**src/rtl/timer_unit_pkg.sv**
```systemverilog
`timescale 1ns/1ps
package timer_unit_pkg;

  localparam int SEL_W = 4;
  localparam int PRE_W = 16;

  localparam int ADR_CTRL   = 0;
  localparam int ADR_PRESC  = 1;
  localparam int ADR_STATUS = 2;
  localparam int ADR_START  = 3;
  localparam int ADR_STOP   = 4;
  localparam int ADR_OEN    = 5;
  localparam int ADR_OBUF   = 6;
  localparam int ADR_LVL    = 7;
  localparam int ADR_MODE   = 8;
  localparam int ADR_CSEL   = 9;
  localparam int ADR_RELOAD = 16;

  // low 'sel' bits set: a tick fires when the phase counter has them all at 1
  function automatic logic [PRE_W-1:0] prescale_mask(input logic [SEL_W-1:0] sel);
    logic [PRE_W-1:0] m;
    for (int i = 0; i < PRE_W; i++) m[i] = (i < int'(sel));
    return m;
  endfunction

  // paired output: reset has priority over set, inversion applied only here
  function automatic logic pair_level(input logic cur, input logic set_ev,
                                      input logic rst_ev, input logic inv);
    if (rst_ev) return inv;
    if (set_ev) return ~inv;
    return cur;
  endfunction

endpackage

```
**src/rtl/timer_prescaler.sv**
```systemverilog
`timescale 1ns/1ps
module timer_prescaler
  import timer_unit_pkg::*;
(
  input  logic             clk,
  input  logic             rst_n,
  input  logic             en_i,
  input  logic [SEL_W-1:0] sel_a_i,
  input  logic [SEL_W-1:0] sel_b_i,
  output logic             tick_a_o,
  output logic             tick_b_o
);
  localparam int NUM_TICK = 2;

  logic [PRE_W-1:0]                phase_q;
  logic [NUM_TICK-1:0][SEL_W-1:0]  sel;
  logic [NUM_TICK-1:0]             tick;

  assign sel[0]   = sel_a_i;
  assign sel[1]   = sel_b_i;
  assign tick_a_o = tick[0];
  assign tick_b_o = tick[1];

  always_ff @(posedge clk) begin
    if (!rst_n)     phase_q <= '0;
    else if (!en_i) phase_q <= '0;
    else            phase_q <= phase_q + 1'b1;
  end

  for (genvar g = 0; g < NUM_TICK; g++) begin : g_tick
    assign tick[g] = en_i && ((phase_q & prescale_mask(sel[g])) == prescale_mask(sel[g]));

    // a ratio above one never yields two ticks in a row
    assert_tick_spacing_R2: assert property (@(posedge clk) disable iff (!rst_n)
      (tick[g] && sel[g] != '0) |=> (!tick[g] || sel[g] != $past(sel[g])));
  end

  // the phase stays at zero while the unit is off
  assert_phase_idle_R1: assert property (@(posedge clk) disable iff (!rst_n)
    !en_i |=> phase_q == '0);

endmodule

```
**src/rtl/timer_channel.sv**
```systemverilog
`timescale 1ns/1ps
module timer_channel #(
  parameter int CNT_W = 16
) (
  input  logic             clk,
  input  logic             rst_n,
  input  logic             tick_i,
  input  logic             start_i,
  input  logic             stop_i,
  input  logic [CNT_W-1:0] reload_i,
  output logic             run_o,
  output logic             ev_o
);
  logic [CNT_W-1:0] cnt_q;
  logic             run_q;
  logic             primed_q;
  logic             step;
  logic             wrap;

  assign step  = run_q && tick_i && !start_i && !stop_i;
  assign wrap  = (cnt_q == '0);
  assign ev_o  = step && wrap && primed_q;
  assign run_o = run_q;

  always_ff @(posedge clk) begin
    if (!rst_n) begin
      cnt_q    <= '0;
      run_q    <= 1'b0;
      primed_q <= 1'b0;
    end else if (start_i) begin
      cnt_q    <= '0;
      run_q    <= 1'b1;
      primed_q <= 1'b0;
    end else if (stop_i) begin
      run_q    <= 1'b0;
    end else if (step) begin
      if (wrap) begin
        cnt_q    <= reload_i;
        primed_q <= 1'b1;
      end else begin
        cnt_q <= cnt_q - 1'b1;
      end
    end
  end

  assert_start_clears_R3: assert property (@(posedge clk) disable iff (!rst_n)
    start_i |=> (run_q && cnt_q == '0 && !primed_q));

  assert_event_reloads_R3: assert property (@(posedge clk) disable iff (!rst_n)
    ev_o |=> cnt_q == $past(reload_i));

  assert_stop_halts_R4: assert property (@(posedge clk) disable iff (!rst_n)
    (stop_i && !start_i) |=> !run_q);

  assert_no_tick_hold_R1: assert property (@(posedge clk) disable iff (!rst_n)
    (!tick_i && !start_i) |=> $stable(cnt_q));

endmodule

```
**src/rtl/timer_output_ctl.sv**
```systemverilog
`timescale 1ns/1ps
module timer_output_ctl
  import timer_unit_pkg::*;
#(
  parameter int NUM_CH = 8
) (
  input  logic              clk,
  input  logic              rst_n,
  input  logic [NUM_CH-1:0] ev_i,
  input  logic [NUM_CH-1:0] oen_i,
  input  logic [NUM_CH-1:0] mode_i,
  input  logic [NUM_CH-1:0] lvl_i,
  input  logic              sw_we_i,
  input  logic [NUM_CH-1:0] sw_data_i,
  output logic [NUM_CH-1:0] pin_o
);
  logic [NUM_CH-1:0] buf_q;
  logic [NUM_CH-1:0] buf_d;

  assign pin_o = buf_q;

  always_ff @(posedge clk) begin
    if (!rst_n) buf_q <= '0;
    else        buf_q <= buf_d;
  end

  for (genvar n = 0; n < NUM_CH; n++) begin : g_pin
    logic pair_set;
    if (n % 2 == 1) begin : g_slave
      assign pair_set = ev_i[n-1];
    end else begin : g_master
      assign pair_set = 1'b0;
    end

    always_comb begin
      buf_d[n] = buf_q[n];
      if (!oen_i[n]) begin
        if (sw_we_i) buf_d[n] = sw_data_i[n];
      end else if (!mode_i[n]) begin
        if (ev_i[n]) buf_d[n] = ~buf_q[n];
      end else if (n % 2 == 1) begin
        buf_d[n] = pair_level(buf_q[n], pair_set, ev_i[n], lvl_i[n]);
      end
    end

    assert_toggle_flip_R6: assert property (@(posedge clk) disable iff (!rst_n)
      (oen_i[n] && !mode_i[n] && ev_i[n]) |=> buf_q[n] != $past(buf_q[n]));

    assert_sw_hold_R9: assert property (@(posedge clk) disable iff (!rst_n)
      (!oen_i[n] && !sw_we_i) |=> $stable(buf_q[n]));

    if (n % 2 == 1) begin : g_pair_chk
      assert_pair_reset_R7: assert property (@(posedge clk) disable iff (!rst_n)
        (oen_i[n] && mode_i[n] && ev_i[n]) |=> buf_q[n] == $past(lvl_i[n]));
    end else begin : g_master_chk
      assert_master_hold_R7: assert property (@(posedge clk) disable iff (!rst_n)
        (oen_i[n] && mode_i[n]) |=> $stable(buf_q[n]));
    end
  end

endmodule

```
**src/rtl/timer_unit_top.sv**
```systemverilog
`timescale 1ns/1ps
module timer_unit_top
  import timer_unit_pkg::*;
#(
  parameter int NUM_CH = 8,
  parameter int CNT_W  = 16,
  parameter int DATA_W = 16,
  parameter int ADDR_W = 5
) (
  input  logic              clk,
  input  logic              rst_n,
  input  logic              wr_en,
  input  logic [ADDR_W-1:0] wr_addr,
  input  logic [DATA_W-1:0] wr_data,
  input  logic [ADDR_W-1:0] rd_addr,
  output logic [DATA_W-1:0] rd_data,
  output logic [NUM_CH-1:0] ch_out
);
  localparam int PAD_CH = DATA_W - NUM_CH;

  logic              unit_en_q;
  logic [SEL_W-1:0]  sel_a_q;
  logic [SEL_W-1:0]  sel_b_q;
  logic [NUM_CH-1:0] csel_q;
  logic [NUM_CH-1:0] oen_q;
  logic [NUM_CH-1:0] lvl_q;
  logic [NUM_CH-1:0] mode_q;
  logic [CNT_W-1:0]  reload_q [NUM_CH];

  logic [NUM_CH-1:0] start_vec;
  logic [NUM_CH-1:0] stop_vec;
  logic [NUM_CH-1:0] run_vec;
  logic [NUM_CH-1:0] ev_vec;
  logic              tick_a;
  logic              tick_b;
  logic              obuf_we;

  function automatic logic hit(input logic [ADDR_W-1:0] a, input int target);
    return a == ADDR_W'(target);
  endfunction

  assign start_vec = (wr_en && hit(wr_addr, ADR_START)) ? wr_data[NUM_CH-1:0] : '0;
  assign stop_vec  = (wr_en && hit(wr_addr, ADR_STOP))  ? wr_data[NUM_CH-1:0] : '0;
  assign obuf_we   = wr_en && hit(wr_addr, ADR_OBUF);

  always_ff @(posedge clk) begin
    if (!rst_n) begin
      unit_en_q <= 1'b0;
      sel_a_q   <= '0;
      sel_b_q   <= '0;
      csel_q    <= '0;
      oen_q     <= '0;
      lvl_q     <= '0;
      mode_q    <= '0;
      for (int n = 0; n < NUM_CH; n++) reload_q[n] <= '0;
    end else if (wr_en) begin
      if (hit(wr_addr, ADR_CTRL))  unit_en_q <= wr_data[0];
      if (hit(wr_addr, ADR_PRESC)) begin
        sel_a_q <= wr_data[SEL_W-1:0];
        sel_b_q <= wr_data[2*SEL_W-1:SEL_W];
      end
      if (hit(wr_addr, ADR_CSEL)) csel_q <= wr_data[NUM_CH-1:0];
      if (hit(wr_addr, ADR_OEN))  oen_q  <= wr_data[NUM_CH-1:0];
      if (hit(wr_addr, ADR_LVL))  lvl_q  <= wr_data[NUM_CH-1:0];
      if (hit(wr_addr, ADR_MODE)) mode_q <= wr_data[NUM_CH-1:0];
      for (int n = 0; n < NUM_CH; n++)
        if (hit(wr_addr, ADR_RELOAD + n)) reload_q[n] <= wr_data[CNT_W-1:0];
    end
  end

  always_comb begin
    rd_data = '0;
    if (hit(rd_addr, ADR_CTRL))   rd_data[0] = unit_en_q;
    if (hit(rd_addr, ADR_PRESC))  rd_data[2*SEL_W-1:0] = {sel_b_q, sel_a_q};
    if (hit(rd_addr, ADR_STATUS)) rd_data = {{PAD_CH{1'b0}}, run_vec};
    if (hit(rd_addr, ADR_OEN))    rd_data = {{PAD_CH{1'b0}}, oen_q};
    if (hit(rd_addr, ADR_OBUF))   rd_data = {{PAD_CH{1'b0}}, ch_out};
    if (hit(rd_addr, ADR_LVL))    rd_data = {{PAD_CH{1'b0}}, lvl_q};
    if (hit(rd_addr, ADR_MODE))   rd_data = {{PAD_CH{1'b0}}, mode_q};
    if (hit(rd_addr, ADR_CSEL))   rd_data = {{PAD_CH{1'b0}}, csel_q};
    for (int n = 0; n < NUM_CH; n++)
      if (hit(rd_addr, ADR_RELOAD + n)) rd_data = DATA_W'(reload_q[n]);
  end

  timer_prescaler presc_i (
    .clk      (clk),
    .rst_n    (rst_n),
    .en_i     (unit_en_q),
    .sel_a_i  (sel_a_q),
    .sel_b_i  (sel_b_q),
    .tick_a_o (tick_a),
    .tick_b_o (tick_b)
  );

  for (genvar n = 0; n < NUM_CH; n++) begin : g_ch
    timer_channel #(.CNT_W(CNT_W)) chan_i (
      .clk      (clk),
      .rst_n    (rst_n),
      .tick_i   (csel_q[n] ? tick_b : tick_a),
      .start_i  (start_vec[n]),
      .stop_i   (stop_vec[n]),
      .reload_i (reload_q[n]),
      .run_o    (run_vec[n]),
      .ev_o     (ev_vec[n])
    );
  end

  timer_output_ctl #(.NUM_CH(NUM_CH)) outc_i (
    .clk       (clk),
    .rst_n     (rst_n),
    .ev_i      (ev_vec),
    .oen_i     (oen_q),
    .mode_i    (mode_q),
    .lvl_i     (lvl_q),
    .sw_we_i   (obuf_we),
    .sw_data_i (wr_data[NUM_CH-1:0]),
    .pin_o     (ch_out)
  );

  // status moves only on a trigger bit of 1
  assert_status_keep_R5: assert property (@(posedge clk) disable iff (!rst_n)
    (start_vec == '0 && stop_vec == '0) |=> $stable(run_vec));

  // no event can come from a disabled unit
  assert_quiet_when_off_R1: assert property (@(posedge clk) disable iff (!rst_n)
    !unit_en_q |-> ev_vec == '0);

endmodule

```
**config.mk**
```make
export PLATFORM = sky130hd
export DESIGN_NAME = timer_unit_top
export DESIGN_NICKNAME = d
export VERILOG_FILES = /design/src/rtl/timer_unit_pkg.sv /design/src/rtl/timer_prescaler.sv /design/src/rtl/timer_channel.sv /design/src/rtl/timer_output_ctl.sv /design/src/rtl/timer_unit_top.sv
export SDC_FILE = /design/constraint.sdc
export NUM_CORES = 1
export LEC_CHECK = 0
export ABC_AREA = 1
export BUFFER_PORTS_ARGS = -buffer_cell sky130_fd_sc_hd__buf_2
export CAP_MARGIN = 40
export CELL_PAD_IN_SITES_DETAIL_PLACEMENT = 1
export CELL_PAD_IN_SITES_GLOBAL_PLACEMENT = 1
export CORE_MARGIN = 1
export CORE_UTILIZATION = 50
export CTS_CLUSTER_SIZE = 30
export DETAILED_ROUTE_END_ITERATION = 10
export PLACE_DENSITY = 0.95
export SLEW_MARGIN = 20
export SYNTH_ARGS = -nofsm -noshare
export SYNTH_HDL_FRONTEND = slang
export SYNTH_HIERARCHICAL = 1
export SYNTH_SLANG_ARGS = --single-unit
```
**constraint.sdc**
```tcl
create_clock -name clk -period 6.15 [get_ports clk]
set_input_delay 0.615 -clock clk [delete_from_list [all_inputs] [get_ports clk]]
set_output_delay 0.615 -clock clk [all_outputs]
set_load 0.02 [all_outputs]
```
# [After elaboration in Yosys (flattened, before gate mapping)]
# Memories as Yosys holds them, arrays and structs flattened.
# Index checks and enable logic that the tools add are counted.
[word_totals] register_bits=209 n_memories=1 mem_bits_rw=128 in_bits=29 word_cells=453
[classes] add_sub_neg=9 magnitude_cmp=30 bitwise_logic=31 reduce_logical=126 mux=167 eq_ne=49
[memory_table] name="reload_q" depth=8 width=16 read_ports=8 rd_clocked_by_memory_dff=0 write_ports=8 line="timer_unit_top.sv:28" source="logic [CNT_W-1:0] reload_q [NUM_CH];"
[ops] operator="$mux W16" n=29
[ops] operator="$mux W1" n=134
[ops] operator="$logic_not A16 Y1" n=8
[ops] operator="$sub A16 B1 Y16 const B" n=8
[ops] operator="$eq A5 B5 Y1 const B" n=16
[ops] operator="$lt A4 B4 Y1 const A" n=14
[ops] operator="$reduce_and A3 Y1" n=16
[ops] operator="$logic_and A1 B1 Y1" n=45
[ops] operator="$eq A5 B3 Y1 const B" n=7
[ops] operator="$and A16 B15 Y16" n=2
[ops] operator="$eq A16 B15 Y1" n=2
[ops] operator="$lt A3 B4 Y1 const A" n=8
[ops] operator="$mux W8" n=4
[ops] operator="$reduce_bool A2 Y1" n=16
[ops] operator="$reduce_and A2 Y1" n=15
[ops] operator="$not A1 Y1" n=21
[ops] operator="$eq A5 B4 Y1 const B" n=4
[ops] operator="$add A16 B1 Y16 const B" n=1
[ops] operator="$logic_not A1 Y1" n=16
[ops] operator="$lt A1 B4 Y1 const A" n=4
[ops] operator="$lt A2 B4 Y1 const A" n=4
[ops] operator="$ne A4 B2 Y1 const B" n=4
[ops] operator="$reduce_or A2 Y1" n=8
[ops] operator="$ne A3 B1 Y1 const B" n=4
[ops] operator="6 further kinds" n=22

# [Logic depth before layout (Yosys ltp)]
[logic_depth] ltp_word=20 ltp_mapped=22 depth_no_buf=21

# [Cells and area by module]
# Netlist, hierarchy kept.
[by_module_without_submodules] mod="timer_channel" instances=8 cells_each=223 area_each_um2=1405.1
[by_module_without_submodules] mod="timer_unit_top" instances=1 cells_each=859 area_each_um2=7701.1
[by_module_without_submodules] mod="timer_prescaler" instances=1 cells_each=187 area_each_um2=1067.3
[by_module_without_submodules] mod="timer_output_ctl" instances=1 cells_each=113 area_each_um2=619.3

# [Least setup slack after synthesis]
# Ideal clock, no wire load.
[synth_path] path_kind="input-to-reg" start="in wr_addr[2]" end="mem reload_q[6][0] (netlist: reload_q[1][32]) (enable)" required_ps=5739 stages=5 setup_slack_ps=3362 t_arrival_ps=2376 path_buffers=1 path_cell_list="inv_1 -> nor2_1 -> clkbuf_1 -> nand3_1 -> o21ai_0"
[synth_rtl] element="start, declared" line="timer_unit_top.sv:13" source="input logic [ADDR_W-1:0] wr_addr,"
[synth_rtl] element="end, declared" line="timer_unit_top.sv:28"

# [Worst setup path in the final report]
[layout_path] start="reg presc_i.phase_q[8]" end="reg outc_i.buf_q[4] (netlist: outc_i/pin_o[4])"
[layout_between] elab_chain_len=11 word_cells_on_any_way=14 classes_between="eq/ne: 3; mux: 1; bitwise: 2; reduce/logical: 8"
[layout_lines] element="start, declared" line="timer_prescaler.sv:15" source="logic [PRE_W-1:0] phase_q;"
[layout_lines] element="start signal, assigned" line="timer_prescaler.sv:27" source="else phase_q <= phase_q + 1'b1;"
[layout_lines] element="$and A16 B15 Y16" line="timer_prescaler.sv:31" source="assign tick[g] = en_i && ((phase_q & prescale_mask(sel[g])) == prescale_mask(sel[g]));"
[layout_lines] element="$eq A16 B15 Y1" line="timer_prescaler.sv:31"
[layout_lines] element="$logic_and A1 B1 Y1" line="timer_prescaler.sv:31"
[layout_lines] element="named net tick_a" line="timer_unit_top.sv:34" source="logic tick_a;"
[layout_lines] element="$mux W1" line="timer_unit_top.sv:99" source=".tick_i (csel_q[n] ? tick_b : tick_a),"
[layout_lines] element="$logic_and A1 B1 Y1 (3 in a row)" line="timer_channel.sv:20" source="assign step = run_q && tick_i && !start_i && !stop_i;"
[layout_lines] element="$logic_and A1 B1 Y1 (2 in a row)" line="timer_channel.sv:22" source="assign ev_o = step && wrap && primed_q;"
[layout_lines] element="named net ev_vec[4]" line="timer_unit_top.sv:33" source="logic [NUM_CH-1:0] ev_vec;"
[layout_lines] element="$ne A2 B1 Y1 (no source line)"
[layout_lines] element="$reduce_and A3 Y1 (no source line)"
[layout_lines] element="end signal, assigned" line="timer_output_ctl.sv:24" source="else buf_q <= buf_d;"
[layout_lines] element="end, declared" line="timer_output_ctl.sv:17" source="logic [NUM_CH-1:0] buf_q;"
# The timed path passes the listed nets, and every way through them passes these cells.
# A chain may end at the register's enable or synchronous reset.

==> key figures <==
Outcome
  • Status: finished, final reports clean

Setup path
  • Buf/Inv on CP: 3
  • Crit path to: outc_i/pin_o[4]$_SDFFE_PN0P_
  • Worst Setup End Kind: register
  • CP arrival: 4.56 ns
  • RR Startpoint: presc_i/phase_q[8]$_SDFF_PN0_
  • Slowest-stage cell, CP: nor2_2
  • CP max FO: 17
  • Critical path origin: presc_i/phase_q[8]$_SDFF_PN0_
  • Critical Path RT: 6.61 ns
  • Reg2reg end: outc_i/pin_o[4]$_SDFFE_PN0P_
  • WS Path Type: register to register
  • CP Depth: 19
  • CP Launch Type: register
  • Register-to-register setup slack: 2.05 ns
  • R2R cell count: 19
  • CP top delay family: simple AND/OR/NAND/NOR gates
  • Slowest cell delay on critical path: 0.63 ns
  • CP cell instances: nand2_1 -> o21ai_0 -> nand2_1 -> nor2_1 -> a21oi_1 -> nor2_1 -> inv_1 -> o21ai_0 -> nand3_1 -> nor2_2 -> inv_2 -> nor2_4 -> inv_2 -> nor2_1 -> nand3_1 -> o21ai_2 -> nand2_1 -> nand2_1 -> nor2_1

Min path
  • HP Class: input pin to register
  • Hold path cells: 3

Final layout
  • Area Growth Syn to Fin: 9.49%
  • Most frequent cells in the layout: nand2_1 (807), inv_1 (395), nor2_1 (378), dfxtp_1 (208), nand3_1 (199)
  • Share of post-route cells with drive strength above 1: 15.0%
  • Net count, final: 3026
  • Commonest non-fill, non-tap cell in the layout: nand2_1
  • Filler instances: 5338

Yosys
  • Mux cell area share after synthesis: 0%
  • Complex-gate fraction of the synthesized area: 9.49%
  • Register area share after synthesis: 38.8%
  • Synth async-reset ratio: 0%
  • Synth Instances: 2943
  • Synth top area share: 20.2%
  • YS warnings: 6
  • Area leader, netlist: dfxtp_1
  • Ranking of synthesized cells by area: dfxtp_1 (20%), edfxtp_1 (19%), nand2_1 (15%)
  • Number of enable flip-flop cells after synthesis: 128
  • Synth Area in Adders: 1.03%
  • Flops & latches, synth: 336
  • Synth Cell Area: 20600 µm²
  • Post-synthesis simple-gate area fraction: 40.9%
  • Post-synthesis xor/xnor area fraction: 0.0425%
  • Largest family of logic cells by synthesized area: simple AND/OR/NAND/NOR gates
  • Top_reg_cell synth: dfxtp_1
  • Count of different cell masters after synthesis: 40
  • Syn nets: 2989
  • Syn_area_per_cell: 7.01 µm²

Timing
  • Fin crit share: 66.7%
  • RSZ-0062 raised after global routing: false
  • Max Clk Rate: 244 MHz
  • Final min period: 4.10 ns
  • Final setup fails: 0
  • Least-Margin Pin Slew: 0.947 ns
  • Clk_skew: 0.0200 ns
  • Final Hold Fails: 0
  • WHS: 0.412 ns
  • Fin Setup TNS: 0 ns
  • Final Max Tran Viols: 0
  • Slew headroom: 36.7%

Power
  • Maximum VDD drop: 0.000182 V
  • Leak: 10.2 nW
  • PD cells: 232 nW/µm²

Floorplanning
  • Die Wd: 205 µm
  • Starting Density: 50.6%
  • Die H: 205 µm
  • Num rows: 74
  • Core area: 40700 µm²
  • Total die area: 42100 µm²
  • IO Pins: 53

Clocking
  • Hold Buf Count CTS: 0
  • # clock sinks: 336
  • Clock buffer depth: 3
  • CTS tree: built
  • Post-CTS setup buffer count: 0
  • Worst skew pair latency: 0.57 ns
  • CTS root buf: clkbuf_16
  • Clock-pin slew on the worst setup and hold paths: 0.06 ns
  • H-tree levels: 2
  • Cts repair resizes: 0
  • Number of CTS-inserted buffers: 39

Global routing
  • Initial antenna violation count: 2
  • Largest net degree at the start of global routing: 36
  • GR peak layer: met2
  • GRT Overall Usage: 37.5%
  • Vias in the first global route: 21936
  • Met1 Use GR: 45.6%
  • Met2 Usage GRT: 62.1%
  • Total gr overflow: 0
  • GRT met3 Usage: 7.41%
  • First-pass GRT wire length: 121000 µm

Routing
  • Routed wire length: 79000 µm
  • Routed vias/inst: 6.00
  • Drt wl/cell: 22.3 µm
  • Initial drt markers: 2258
  • DR vias: 21247
  • DRT Pass-1 Iters: 8
  • Drt drc: 0
  • Post-route ant nets: 0

Run
  • Max_cap viols: 0

Placed design
  • Dpl hpwl: 55600 µm
  • Port Buffers: 52
  • Routability cong.: 0.944
## synthesized netlist by cell type, types with 29 or more instances
library cell,count
a21oi_1,136
a21oi_2,64
buf_2,29
dfxtp_1,208
edfxtp_1,128
inv_1,395
inv_2,31
nand2_1,807
nand2_2,52
nand3_1,199
nand3_2,73
nand3b_1,66
nand4_1,56
nor2_1,378
nor2_2,66
o21ai_0,100
## state kept, by name, indices dropped and copies added (netlist names)
register / count
g_ch.chan_i/primed_q: 8
mode_q: 8
presc_i/phase_q: 15
outc_i/pin_o: 8
g_ch.chan_i/cnt_q: 128
csel_q: 8
unit_en_q: 1
sel_b_q: 4
reload_q: 128
oen_q: 8
g_ch.chan_i/run_o: 8
lvl_q: 8
sel_a_q: 4
## worst register-to-register path: cells and delay by family (launching register included)
family	cells	cell delay (ns)
AO/OA/AOI/OAI	4	0.70
flip-flops	1	0.44
AND/OR/NAND/NOR	12	2.27
buffers and inverters	3	0.59
## through the flow
step | utilization [%] | area (µm²) | instances | setup WS, ns | total power (W)
2_1_floorplan | - | 20600 | 2943 | 3.36 | 0.00259
4_1_cts | 55.4 | 22600 | 3540 | 2.17 | 0.00522
5_1_grt | 55.4 | 22600 | 3542 | 1.77 | 0.00533
3_3_place_gp | 52.0 | 21200 | 3466 | 2.39 | 0.00272
6_report | 55.4 | 22600 | 3543 | 2.05 | 0.00524
3_5_place_dp | 52.1 | 21200 | 3469 | 2.15 | 0.00274
## per-layer routing
| metal | part of all wire [%] | wire [µm] |
|---|---|---|
| met3 | 9.4 | 7420 |
| met5 | 0.016 | 13 |
| met4 | 5.8 | 4610 |
| met1 | 38 | 30200 |
| met2 | 47 | 36800 |
## worst min path at each step
stage,startpoint,endpoint,slack [ns]
global placement,g_ch[5].chan_i/primed_q$_SDFFE_PP0P_,g_ch[5].chan_i/primed_q$_SDFFE_PP0P_,0.44
finish,wr_data[1],oen_q[1]$_SDFFE_PN0P_,0.41
floorplan,g_ch[0].chan_i/primed_q$_SDFFE_PP0P_,g_ch[0].chan_i/primed_q$_SDFFE_PP0P_,0.44
CTS,wr_data[1],oen_q[1]$_SDFFE_PN0P_,0.39
detailed placement,g_ch[1].chan_i/primed_q$_SDFFE_PP0P_,g_ch[1].chan_i/primed_q$_SDFFE_PP0P_,0.45
global route,wr_data[2],sel_a_q[2]$_SDFFE_PN0P_,0.43
## where the power goes
part / internal (W) / leakage (nW) / switching (W)
clock: 0.00150 / 0.658 / 0.00102
combinational: 0.0000598 / 6.64 / 0.000227
sequential: 0.00237 / 2.90 / 0.0000593
total: 0.00394 / 10.2 / 0.00131
## kinds of logic after synthesis
| kind of cell | after synthesis |
|---|---|
| buffers and inverters | 497 |
| and+or+nand+nor | 1762 |
| adders and majority gates | 17 |
| DFF | 336 |
| AOI/OAI and AO/OA | 330 |
| xor gates and xnor gates | 1 |
## cell type report
cell class | instances | area [µm²] | area share [%]
clock buffers | 49 | 1090 | 4.81
clock inverters | 22 | 258 | 1.14
inverters | 431 | 1620 | 7.17
multi-input cells | 2110 | 10600 | 47.0
flip-flops and latches | 336 | 8010 | 35.5
repair buffers | 62 | 337 | 1.49
diodes | 1 | 2.50 | 0.0111
well taps | 532 | 666 | 2.95
Power figures use the tool's default switching activity.
